==> config.mk <==
export PLATFORM = sky130hd
export DESIGN_NAME = rx_int_sel
export DESIGN_NICKNAME = d
export VERILOG_FILES = /design/src/rtl/rxi_pkg.sv /design/src/rtl/rxi_rise.sv /design/src/rtl/rxi_fs_sync.sv /design/src/rtl/rxi_blk_mark.sv /design/src/rtl/rx_int_sel.sv
export SDC_FILE = /design/constraint.sdc
export NUM_CORES = 1
export LEC_CHECK = 0
export ABC_AREA = 1
export BUFFER_PORTS_ARGS = -buffer_cell sky130_fd_sc_hd__buf_2
export CORE_AREA = 2 2 41 43
export CTS_CLUSTER_DIAMETER = 200
export DETAILED_ROUTE_END_ITERATION = 12
export DIE_AREA = 0 0 43 45
export PLACE_DENSITY_LB_ADDON = 0.08
export SYNTH_ARGS = -nofsm -noshare
export SYNTH_HDL_FRONTEND = slang
export SYNTH_SLANG_ARGS = --single-unit
==> constraint.sdc <==
create_clock -name clk -period 1.1 [get_ports clk]
set_clock_uncertainty 0.2 [all_clocks]
set_input_delay 0.22 -clock clk [delete_from_list [all_inputs] [get_ports clk]]
set_output_delay 0.22 -clock clk [all_outputs]
set_load 0.01 [all_outputs]
==> src/rtl/rxi_pkg.sv <==
package rxi_pkg;
  typedef enum logic [1:0] {
    RXI_WORD  = 2'b00,
    RXI_BLOCK = 2'b01,
    RXI_FSYNC = 2'b10,
    RXI_ERR   = 2'b11
  } rxi_mode_e;
endpackage

==> src/rtl/rxi_rise.sv <==
module rxi_rise (
  input  logic clk,
  input  logic rst,
  input  logic d,
  output logic rise
);
  logic d_q;

  always_ff @(posedge clk) begin
    if (rst) d_q <= 1'b0;
    else     d_q <= d;
  end

  assign rise = d & ~d_q;
endmodule

==> src/rtl/rxi_fs_sync.sv <==
module rxi_fs_sync #(
  parameter int STAGES = 2
) (
  input  logic clk,
  input  logic rst,
  input  logic fs_in,
  output logic fs_rise
);
  logic [STAGES:0] chain;

  genvar g;
  generate
    for (g = 0; g <= STAGES; g++) begin : g_stage
      if (g == 0) begin : g_first
        always_ff @(posedge clk) begin
          if (rst) chain[0] <= 1'b0;
          else     chain[0] <= fs_in;
        end
      end else begin : g_next
        always_ff @(posedge clk) begin
          if (rst) chain[g] <= 1'b0;
          else     chain[g] <= chain[g-1];
        end
      end
    end
  endgenerate

  // chain[STAGES-1] is the synchronized level, chain[STAGES] its last value
  assign fs_rise = chain[STAGES-1] & ~chain[STAGES];
endmodule

==> src/rtl/rxi_blk_mark.sv <==
module rxi_blk_mark #(
  parameter int IDX_W    = 7,
  parameter int BLK_LOG2 = 4
) (
  input  logic             clk,
  input  logic             rst,
  input  logic [IDX_W-1:0] idx,
  output logic             crossed
);
  localparam logic [BLK_LOG2-1:0] LAST = {BLK_LOG2{1'b1}};
  logic [IDX_W-1:0] idx_q;

  always_ff @(posedge clk) begin
    if (rst) idx_q <= '0;
    else     idx_q <= idx;
  end

  assign crossed = (idx_q[BLK_LOG2-1:0] == LAST) && (idx != idx_q);
endmodule

==> src/rtl/rx_int_sel.sv <==
module rx_int_sel #(
  parameter int IDX_W       = 7,
  parameter int BLK_LOG2    = 4,
  parameter int SYNC_STAGES = 2
) (
  input  logic             clk,
  input  logic             rst,
  input  logic [1:0]       mode,
  input  logic             rx_rst,
  input  logic             rx_ready,
  input  logic             sync_err,
  input  logic             fs_async,
  input  logic             mc_en,
  input  logic [IDX_W-1:0] chan_idx,
  input  logic             eof,
  output logic             rint,
  output logic             rdy_stat,
  output logic             serr_stat
);
  import rxi_pkg::*;

  logic rdy_rise, err_rise, fs_rise, blk_cross, hit;
  rxi_mode_e sel;

  assign sel = rxi_mode_e'(mode);

  rxi_rise u_rdy (.clk(clk), .rst(rst), .d(rx_ready), .rise(rdy_rise));
  rxi_rise u_err (.clk(clk), .rst(rst), .d(sync_err), .rise(err_rise));

  rxi_fs_sync #(.STAGES(SYNC_STAGES)) u_fs (
    .clk(clk), .rst(rst), .fs_in(fs_async), .fs_rise(fs_rise)
  );

  rxi_blk_mark #(.IDX_W(IDX_W), .BLK_LOG2(BLK_LOG2)) u_blk (
    .clk(clk), .rst(rst), .idx(chan_idx), .crossed(blk_cross)
  );

  always_comb begin
    hit = 1'b0;
    unique case (sel)
      RXI_WORD:  hit = rdy_rise & ~rx_rst;
      RXI_BLOCK: hit = mc_en & ~rx_rst & (blk_cross | eof);
      RXI_FSYNC: hit = fs_rise;
      RXI_ERR:   hit = err_rise & ~rx_rst;
      default:   hit = 1'b0;
    endcase
  end

  always_ff @(posedge clk) begin
    if (rst) begin
      rint      <= 1'b0;
      rdy_stat  <= 1'b0;
      serr_stat <= 1'b0;
    end else begin
      rint      <= hit;
      rdy_stat  <= rx_ready;
      serr_stat <= sync_err;
    end
  end

  p_word_rise_r2: assert property (@(posedge clk) disable iff (rst)
    (mode == 2'b00 && !rx_rst && rx_ready && !$past(rx_ready)) |=> rint);

  p_eof_hit_r3: assert property (@(posedge clk) disable iff (rst)
    (mode == 2'b01 && mc_en && !rx_rst && eof) |=> rint);

  p_no_mc_r4: assert property (@(posedge clk) disable iff (rst)
    (mode == 2'b01 && !mc_en) |=> !rint);

  p_err_rise_r6: assert property (@(posedge clk) disable iff (rst)
    (mode == 2'b11 && !rx_rst && sync_err && !$past(sync_err)) |=> rint);

  p_rx_rst_quiet_r7: assert property (@(posedge clk) disable iff (rst)
    (rx_rst && mode != 2'b10) |=> !rint);

  p_status_copy_r9: assert property (@(posedge clk) disable iff (rst)
    1'b1 |=> (rdy_stat == $past(rx_ready) && serr_stat == $past(sync_err)));
endmodule

## Yosys cells after proc, flatten, opt, wreduce, memory -nomap -nowiden

Index checks and enable logic that the tools add are counted.

| storage, ports and cells | value |
|---|---|
| register bits | 13 |
| latch bits | 0 |
| memory bits (writable) | 0 |
| bits in read-only memories | 0 |
| input port bits | 17 |
| output and inout port bits | 3 |
| memories | 0 |

| operators by class | value |
|---|---|
| add/sub/neg operators | 0 |
| multipliers | 0 |
| divide/modulo/power cells | 0 |
| $lt $le $gt $ge | 0 |
| equality and inequality tests | 5 |
| shift-type cells | 0 |
| multiplexer cells | 1 |
| bitwise gates (word level) | 12 |
| reductions and logical operators | 2 |

Operator list:

| kind | count |
|---|---|
| $and 1x1->1 | 7 |
| $ne 7x7->1 | 1 |
| $eq 2x2->1 const B | 2 |
| $eq 4x4->1 const B | 1 |
| $not 1->1 | 4 |
| $pmux 1 s4 | 1 |
| $eq 2x1->1 const B | 1 |
| $logic_not 2->1 | 1 |
| $logic_and 1x1->1 | 1 |
| $or 1x1->1 | 1 |

## Depth between registers and ports, before layout

Gate-level depths: netlist (run 1).

| depth | value |
|---|---|
| depth in word-level cells | 5 |
| mapped depth | 11 |

## Hierarchy

Synthesis (run 1) repeated with hierarchy kept, for this count alone.

| unflattened totals | value |
|---|---|
| cell total of the unflattened synthesis | 103 |
| area, all modules | 673.1 µm² |

By module, submodules not included:

| module | times used | cells an instance | area each (µm²) | seq. area each (µm²) |
|---|---|---|---|---|
| rxi_blk_mark | 1 | 53 | 326.6 | 140.1 |
| rx_int_sel | 1 | 32 | 197.7 | 60.1 |
| rxi_fs_sync | 1 | 10 | 86.3 | 60.1 |
| rxi_rise | 2 | 4 | 31.3 | 20.0 |

## Worst setup path before layout (run 1)

No wires, ideal clock.

| timing | value |
|---|---|
| kind | reg-to-reg |
| start point | reg u_blk.idx_q[0] |
| end point | reg rint |
| arrival time | 910 ps |
| required time | 779 ps |
| setup slack | -131 ps |
| cell stages (with the launch flop) | 12 |
| period minus slack after synthesis | 1231 ps |
| path through | dfxtp_1 inv_1 nand2_1 nand2_1 nor2_1 nand2_1 o21bai_1 nand2_1 nand2_1 nand2_1 nand2_1 a21oi_1 |

| on the way | value |
|---|---|
| longest elaborated chain between the ends | 5 |

RTL lines:

| element | line | source |
|---|---|---|
| start, declared | rxi_blk_mark.sv:11 | `logic [IDX_W-1:0] idx_q;` |
| start signal, assigned | rxi_blk_mark.sv:15 | `else idx_q <= idx;` |
| $ne 7x7->1 or $eq 4x4->1 (tied branches) | rxi_blk_mark.sv:18 | `assign crossed = (idx_q[BLK_LOG2-1:0] == LAST) && (idx != idx_q);` |
| $logic_and 1x1->1 (*) | rxi_blk_mark.sv:18 |  |
| $or 1x1->1 (*) | rx_int_sel.sv:42 | `RXI_BLOCK: hit = mc_en & ~rx_rst & (blk_cross \| eof);` |
| $and 1x1->1 (*) | rx_int_sel.sv:42 |  |
| $pmux 1 s4 (*) | rx_int_sel.sv:40 | `unique case (sel)` |
| end signal, assigned | rx_int_sel.sv:55 | `rint <= hit;` |
| end, declared | rx_int_sel.sv:16 | `output logic rint,` |

Mark *: on every way between the ends. The rest lies on a longest branch, timed or not.
A chain may end at the register's enable or synchronous reset.

## Final worst setup path (run 1)

Same ends and word-level chain as after synthesis.

==> results.json, run 1 <==
{
  "n_antenna_cell": 0,
  "syn-mean-instance-area_sq_um": 6.61,
  "rsz0062_at_grt": "yes",
  "clock_latency_ns": 0.27,
  "synth_compound_area_frac": 0.0437,
  "violations": "negative setup slack",
  "syn_inst": 91,
  "critPathLaunch": "u_blk.idx_q[0]",
  "cts_max_path_buffers": 2,
  "max_slew.worst_pin.slew_ns": 0.254,
  "p_leak_nw": 0.497,
  "finalSetupTns_ns": -0.301,
  "ir_drop_v": 0.000612,
  "fin_crit_ns": 1.33,
  "synth_top_family_by_area": "simple AND/OR/NAND/NOR gates",
  "grt_start_max_net_pins": 14,
  "fin_hold_ws_ns": 0.0603,
  "grt_first_pass_wirelength_mm": 2.17,
  "cts_tree": "built",
  "outcome": "finished, violations left",
  "root_buffer": "clkbuf_4",
  "avgRoutedWirePerCell_microns": 8.41,
  "overflow": 0,
  "first_pass_iters": 2,
  "period_share": 1.21,
  "synthMuxAreaShare": 0,
  "cts.clk_slew.worst_paths_ns": 0.08,
  "ctsHtreeMaxLevel": 1,
  "synthSimpleGateAreaFrac": 0.306,
  "critical_path_class": "reg -> reg",
  "placementRows": 14,
  "synth_area_sq_um": 602,
  "endpoint": "rint",
  "cp_data_arrival_time_ns": 1.29,
  "setup_violations": 4,
  "avgViaCountPerCell": 4.26,
  "areaGrowthSynthToFinish_pct": 42.0,
  "die-width_microns": 43,
  "ys_types": 15,
  "ff2ff_setup_slack_ns": -0.23,
  "worst_slack_ns": -0.227,
  "seqCellArea_sq_um": 267,
  "dp_hpwl_microns": 847,
  "drc": 0,
  "r2r-start": "u_blk.idx_q[0]",
  "r2r_end": "rint",
  "power_mw": 0.958,
  "layout-drive-gt1-share": 0.306,
  "synthXorXnorAreaFrac": 0,
  "initial_core_util": 0.409,
  "yosysWarnings": 0,
  "clock-sinks": 13,
  "reg2regPathDepth": 11,
  "postCtsSetupBuffers": 0,
  "clock.fmax_mhz": 753,
  "synth_fa_ha_area_frac": 0.0624,
  "synth-seq-cells": 13,
  "final_max_slew_viol_count": 0,
  "antenna_found_initial": 0,
  "ant_nets": 0,
  "multi_input_area_sq_um": 251,
  "io-pin-count": 20,
  "yosysSeqAreaShare": 0.432,
  "post-route-util": 0.581,
  "end_kind": "register",
  "vias": 597,
  "relSlewSlack": 0.830,
  "cap_violations": 0,
  "grt_use_total": 0.154,
  "core_sq_mm": 0.00147,
  "final_hold_viol_count": 0,
  "routed_wl_mm": 1.18,
  "cp.required_ns": 1.06,
  "port_buffers": 19,
  "dr.first_iter.drc_count": 3,
  "nNetsFinal": 145,
  "pre_cts_ws_ns": -0.236,
  "dieArea_sq_mm": 0.00194,
  "n_fill_cell": 161,
  "fp.dieH_microns": 45,
  "grt_pass1_vias": 577,
  "hp-class": "in -> reg",
  "critical_path.max_fanout": 3,
  "synth_fp_nets": 111,
  "gp_congestion": 0.709,
  "timing.critical_path.from_type": "register",
  "powerDensity_mw_per_mm2": 1120,
  "cts_made_buffers": 3
}
cells by family after synthesis:
family                     after synthesis
and+or+nand+nor                         46
buffers and inverters                   25
adders and majority gates                3
AOI/OAI and AO/OA                        4
DFF                                     13
flip-flops by register name, indices dropped and copies added, names as in the netlist:
signal / flops
u_blk.idx_q: 7
serr_stat: 1
rint: 1
rdy_stat: 1
u_fs.chain: 3
cells in the final DEF (no fill, tap or decap), drive strengths merged:
master       instances
buf                 26
inv                 23
a21oi                1
dlygate4sd3          4
nand2               27
nor2                16
dfxtp               13
nand3                1
o2111ai              1
ha                   3
o21bai               1
o21ai                1
clkbuf               4
nand4                1
clkinv               1
and3                 1
how the worst min path moves through the flow:
stage / endpoint / cells past startpoint / slack, ns / startpoint
2_1_floorplan: u_blk.idx_q[0] / 1 / 0.08 / rst
6_report: u_blk.idx_q[2] / 4 / 0.06 / chan_idx[2]
3_5_place_dp: u_fs.chain[1] / 2 / 0.20 / u_fs.chain[0]
3_3_place_gp: u_fs.chain[1] / 2 / 0.19 / u_fs.chain[0]
5_1_grt: u_blk.idx_q[1] / 4 / 0.05 / chan_idx[1]
4_1_cts: u_blk.idx_q[0] / 4 / 0.05 / chan_idx[0]
cell usage after synthesis (all sizes together):
cell type	number	share of area
nand2	27	0.17
dfxtp	13	0.43
o21bai	1	0.012
and3	1	0.010
o21ai	1	0.0083
o2111ai	1	0.015
clkinv	1	0.0062
ha	3	0.062
nor2	16	0.10
clkbuf	1	0.0062
inv	23	0.14
a21oi	1	0.0083
nand4	1	0.010
nand3	1	0.017
worst max-delay path, stage by stage (launching register included):
cell      delay [ns]
dfxtp_2         0.35
inv_2           0.03
nand2_1         0.05
nand2_1         0.06
nor2_1          0.10
nand2_1         0.06
o21bai_1        0.12
nand2_1         0.06
nand2_1         0.05
nand2_1         0.04
nand2_1         0.06
a21oi_2         0.05
what timing repair did:
| action | in CTS | in global routing |
|---|---|---|
| pin swaps | 2 | 4 |
| endpoints found under the hold margin | 4 | 0 |
| hold buffers | 4 | 0 |
| resized for setup | 4 | 2 |
| setup endpoints to repair | 4 | 4 |
area by class of cell:
class                           instances  share of cell area
Inverter                               24               0.105
Multi-Input combinational cell         53               0.294
Timing Repair Buffer                   30               0.234
Clock buffer                            4              0.0307
Tap cell                               16              0.0234
Sequential cell                        13               0.312
metrics by stage:
stage,std cells,instance area (sq um)
CTS,140,851
finish,140,855
floorplan,91,606
detailed placement,132,769
global placement,132,769
global route,140,855
layer usage:
metal,up-vias,share of wire,GRT usage
met3,4,0.051,0.0440
met4,0,0.025,0.109
met1,253,0.43,0.156
li1,327,-,-
met2,13,0.50,0.273
met5,-,0,0
where the power goes:
part / internal, mW / switching (mW) / leakage, nW
logic: 0.0836 / 0.0725 / 0.372
registers: 0.496 / 0.0129 / 0.109
clock network: 0.140 / 0.153 / 0.0150
(Power assumes the default switching activity.)
==> inputs of run 2 (changes only) <==
- SKIP_LAST_GASP: default -> 1
==> results.json, run 2 (same netlist as run 1, synthesis figures left out) <==
{
  "relSlewSlack": 0.830,
  "placementRows": 14,
  "clock.fmax_mhz": 752,
  "grt_start_max_net_pins": 14,
  "postLayoutCellArea_sq_um": 855,
  "nNetsFinal": 145,
  "fin_crit_ns": 1.33,
  "final_max_slew_viol_count": 0,
  "powerDensity_mw_per_mm2": 1120,
  "setup_violations": 4,
  "clock-sinks": 13,
  "reg_top3": "u_blk.idx_q x7, u_fs.chain x3",
  "rsz0062_at_grt": "yes",
  "cts_made_buffers": 3,
  "mostFrequentLayoutCells": "nand2_1 (27), inv_1 (22), buf_2 (17), nor2_1 (16), dfxtp_1 (8)",
  "core_sq_mm": 0.00147,
  "ctsHtreeMaxLevel": 1,
  "ir_drop_v": 0.000612,
  "dp_hpwl_microns": 847,
  "cts_max_path_buffers": 2,
  "port_buffers": 19,
  "dr.first_iter.drc_count": 3,
  "n_fill_cell": 161,
  "fp.dieH_microns": 45,
  "max_slew.worst_pin.slew_ns": 0.254,
  "cp.required_ns": 1.06,
  "violations": "negative setup slack",
  "cap_violations": 0,
  "p_leak_nw": 0.497,
  "cts.clk_slew.worst_paths_ns": 0.08,
  "cts_tree": "built",
  "postCtsSetupBuffers": 0,
  "post-route-util": 0.581,
  "grt_pass1_vias": 577,
  "critical_path.max_fanout": 3,
  "grt_use_total": 0.154,
  "dieArea_sq_mm": 0.00194,
  "die-width_microns": 43,
  "hp-class": "in -> reg",
  "final_hold_viol_count": 0,
  "routed_wl_mm": 1.18,
  "avgRoutedWirePerCell_microns": 8.41,
  "n_antenna_cell": 0,
  "initial_core_util": 0.409,
  "vias": 597,
  "period_share": 1.21,
  "placed_cell_area_sq_um": 769,
  "largest_register_ffs": 7,
  "antenna_found_initial": 0,
  "cp_data_arrival_time_ns": 1.29,
  "first_pass_iters": 2,
  "layout-drive-gt1-share": 0.298,
  "critical_path_class": "reg -> reg",
  "grt_first_pass_wirelength_mm": 2.17,
  "drc": 0,
  "root_buffer": "clkbuf_4",
  "met1_length_microns": 502,
  "wl_met2_microns": 584,
  "mostFrequentLayoutCell": "nand2_1",
  "end_kind": "register",
  "clock_latency_ns": 0.27,
  "timing.critical_path.from_type": "register",
  "ant_nets": 0,
  "gp_congestion": 0.709,
  "worst_slack_ns": -0.230,
  "avgViaCountPerCell": 4.26,
  "highest_layer": "met4",
  "io-pin-count": 20,
  "areaGrowthSynthToFinish_pct": 42.0,
  "regMostFlops": "u_blk.idx_q",
  "overflow": 0,
  "wl_met3_microns": 60,
  "outcome": "finished, violations left"
}
-- run 2: cell counts in the layout (fill, tap and decap cells not counted) --
Identical to the previous run, type by type.
-- run 2: where the power goes --
group / internal (mW) / switching, mW / total [mW] / leakage (nW)
clock network: 0.140 / 0.153 / 0.293 / 0.0150
logic: 0.0835 / 0.0725 / 0.156 / 0.373
registers: 0.496 / 0.0126 / 0.509 / 0.109
total: 0.720 / 0.238 / 0.958 / 0.497
-- run 2: path summary, 6_finish.rpt --
path                  start        endpoint  slack, ns  cells after the start
min reg2reg   u_fs.chain[0]   u_fs.chain[1]       0.21                      2
max          u_blk.idx_q[0]            rint      -0.23                     11
min             chan_idx[2]  u_blk.idx_q[2]       0.06                      4
max reg2reg  u_blk.idx_q[0]            rint      -0.23                     11
-- run 2: critical path, cell delays in order, from the launching register on --
cell      delay, ns
dfxtp_2        0.34
inv_1          0.04
nand2_1        0.05
nand2_1        0.06
nor2_1         0.10
nand2_1        0.06
o21bai_1       0.12
nand2_1        0.06
nand2_1        0.05
nand2_1        0.04
nand2_1        0.06
a21oi_2        0.05
-- run 2: cell type report --
class / count / area (sq um) / area share
flip-flops and latches: 13 / 267 / 0.312
multi-input cells: 53 / 251 / 0.294
repair buffers: 30 / 200 / 0.234
inverters: 24 / 90.1 / 0.105
clock buffers: 4 / 26.3 / 0.0307
well taps: 16 / 20.0 / 0.0234
-- run 2: timing repair --
| item | in CTS | in global routing |
|---|---|---|
| resized for setup | 4 | 1 |
| hold buffers | 4 | 0 |
| setup endpoints to repair | 4 | 4 |
| gates cloned | 0 | 0 |
| pin swaps | 2 | 4 |
| hold endpoints to repair | 4 | 0 |
-- run 2: metal layers --
layer  up-vias  global-route usage
li1        327                   -
met1       253               0.156
met2        13               0.273
met3         4              0.0440
met4         0               0.109
met5         -                   0
-- run 2: per-stage QoR --
| step | std cells | power, mW | worst slack (ns) | hold slack [ns] | setup TNS [ns] |
|---|---|---|---|---|---|
| 2_1_floorplan | 91 | 0.587 | -0.115 | 0.0850 | -0.115 |
| 3_3_place_gp | 132 | 0.655 | -0.221 | 0.194 | -0.221 |
| 3_5_place_dp | 132 | 0.658 | -0.236 | 0.198 | -0.236 |
| 4_1_cts | 140 | 0.983 | -0.248 | 0.0489 | -0.380 |
| 5_1_grt | 140 | 1.03 | -0.346 | 0.0468 | -0.546 |
| 6_report | 140 | 0.958 | -0.230 | 0.0603 | -0.304 |
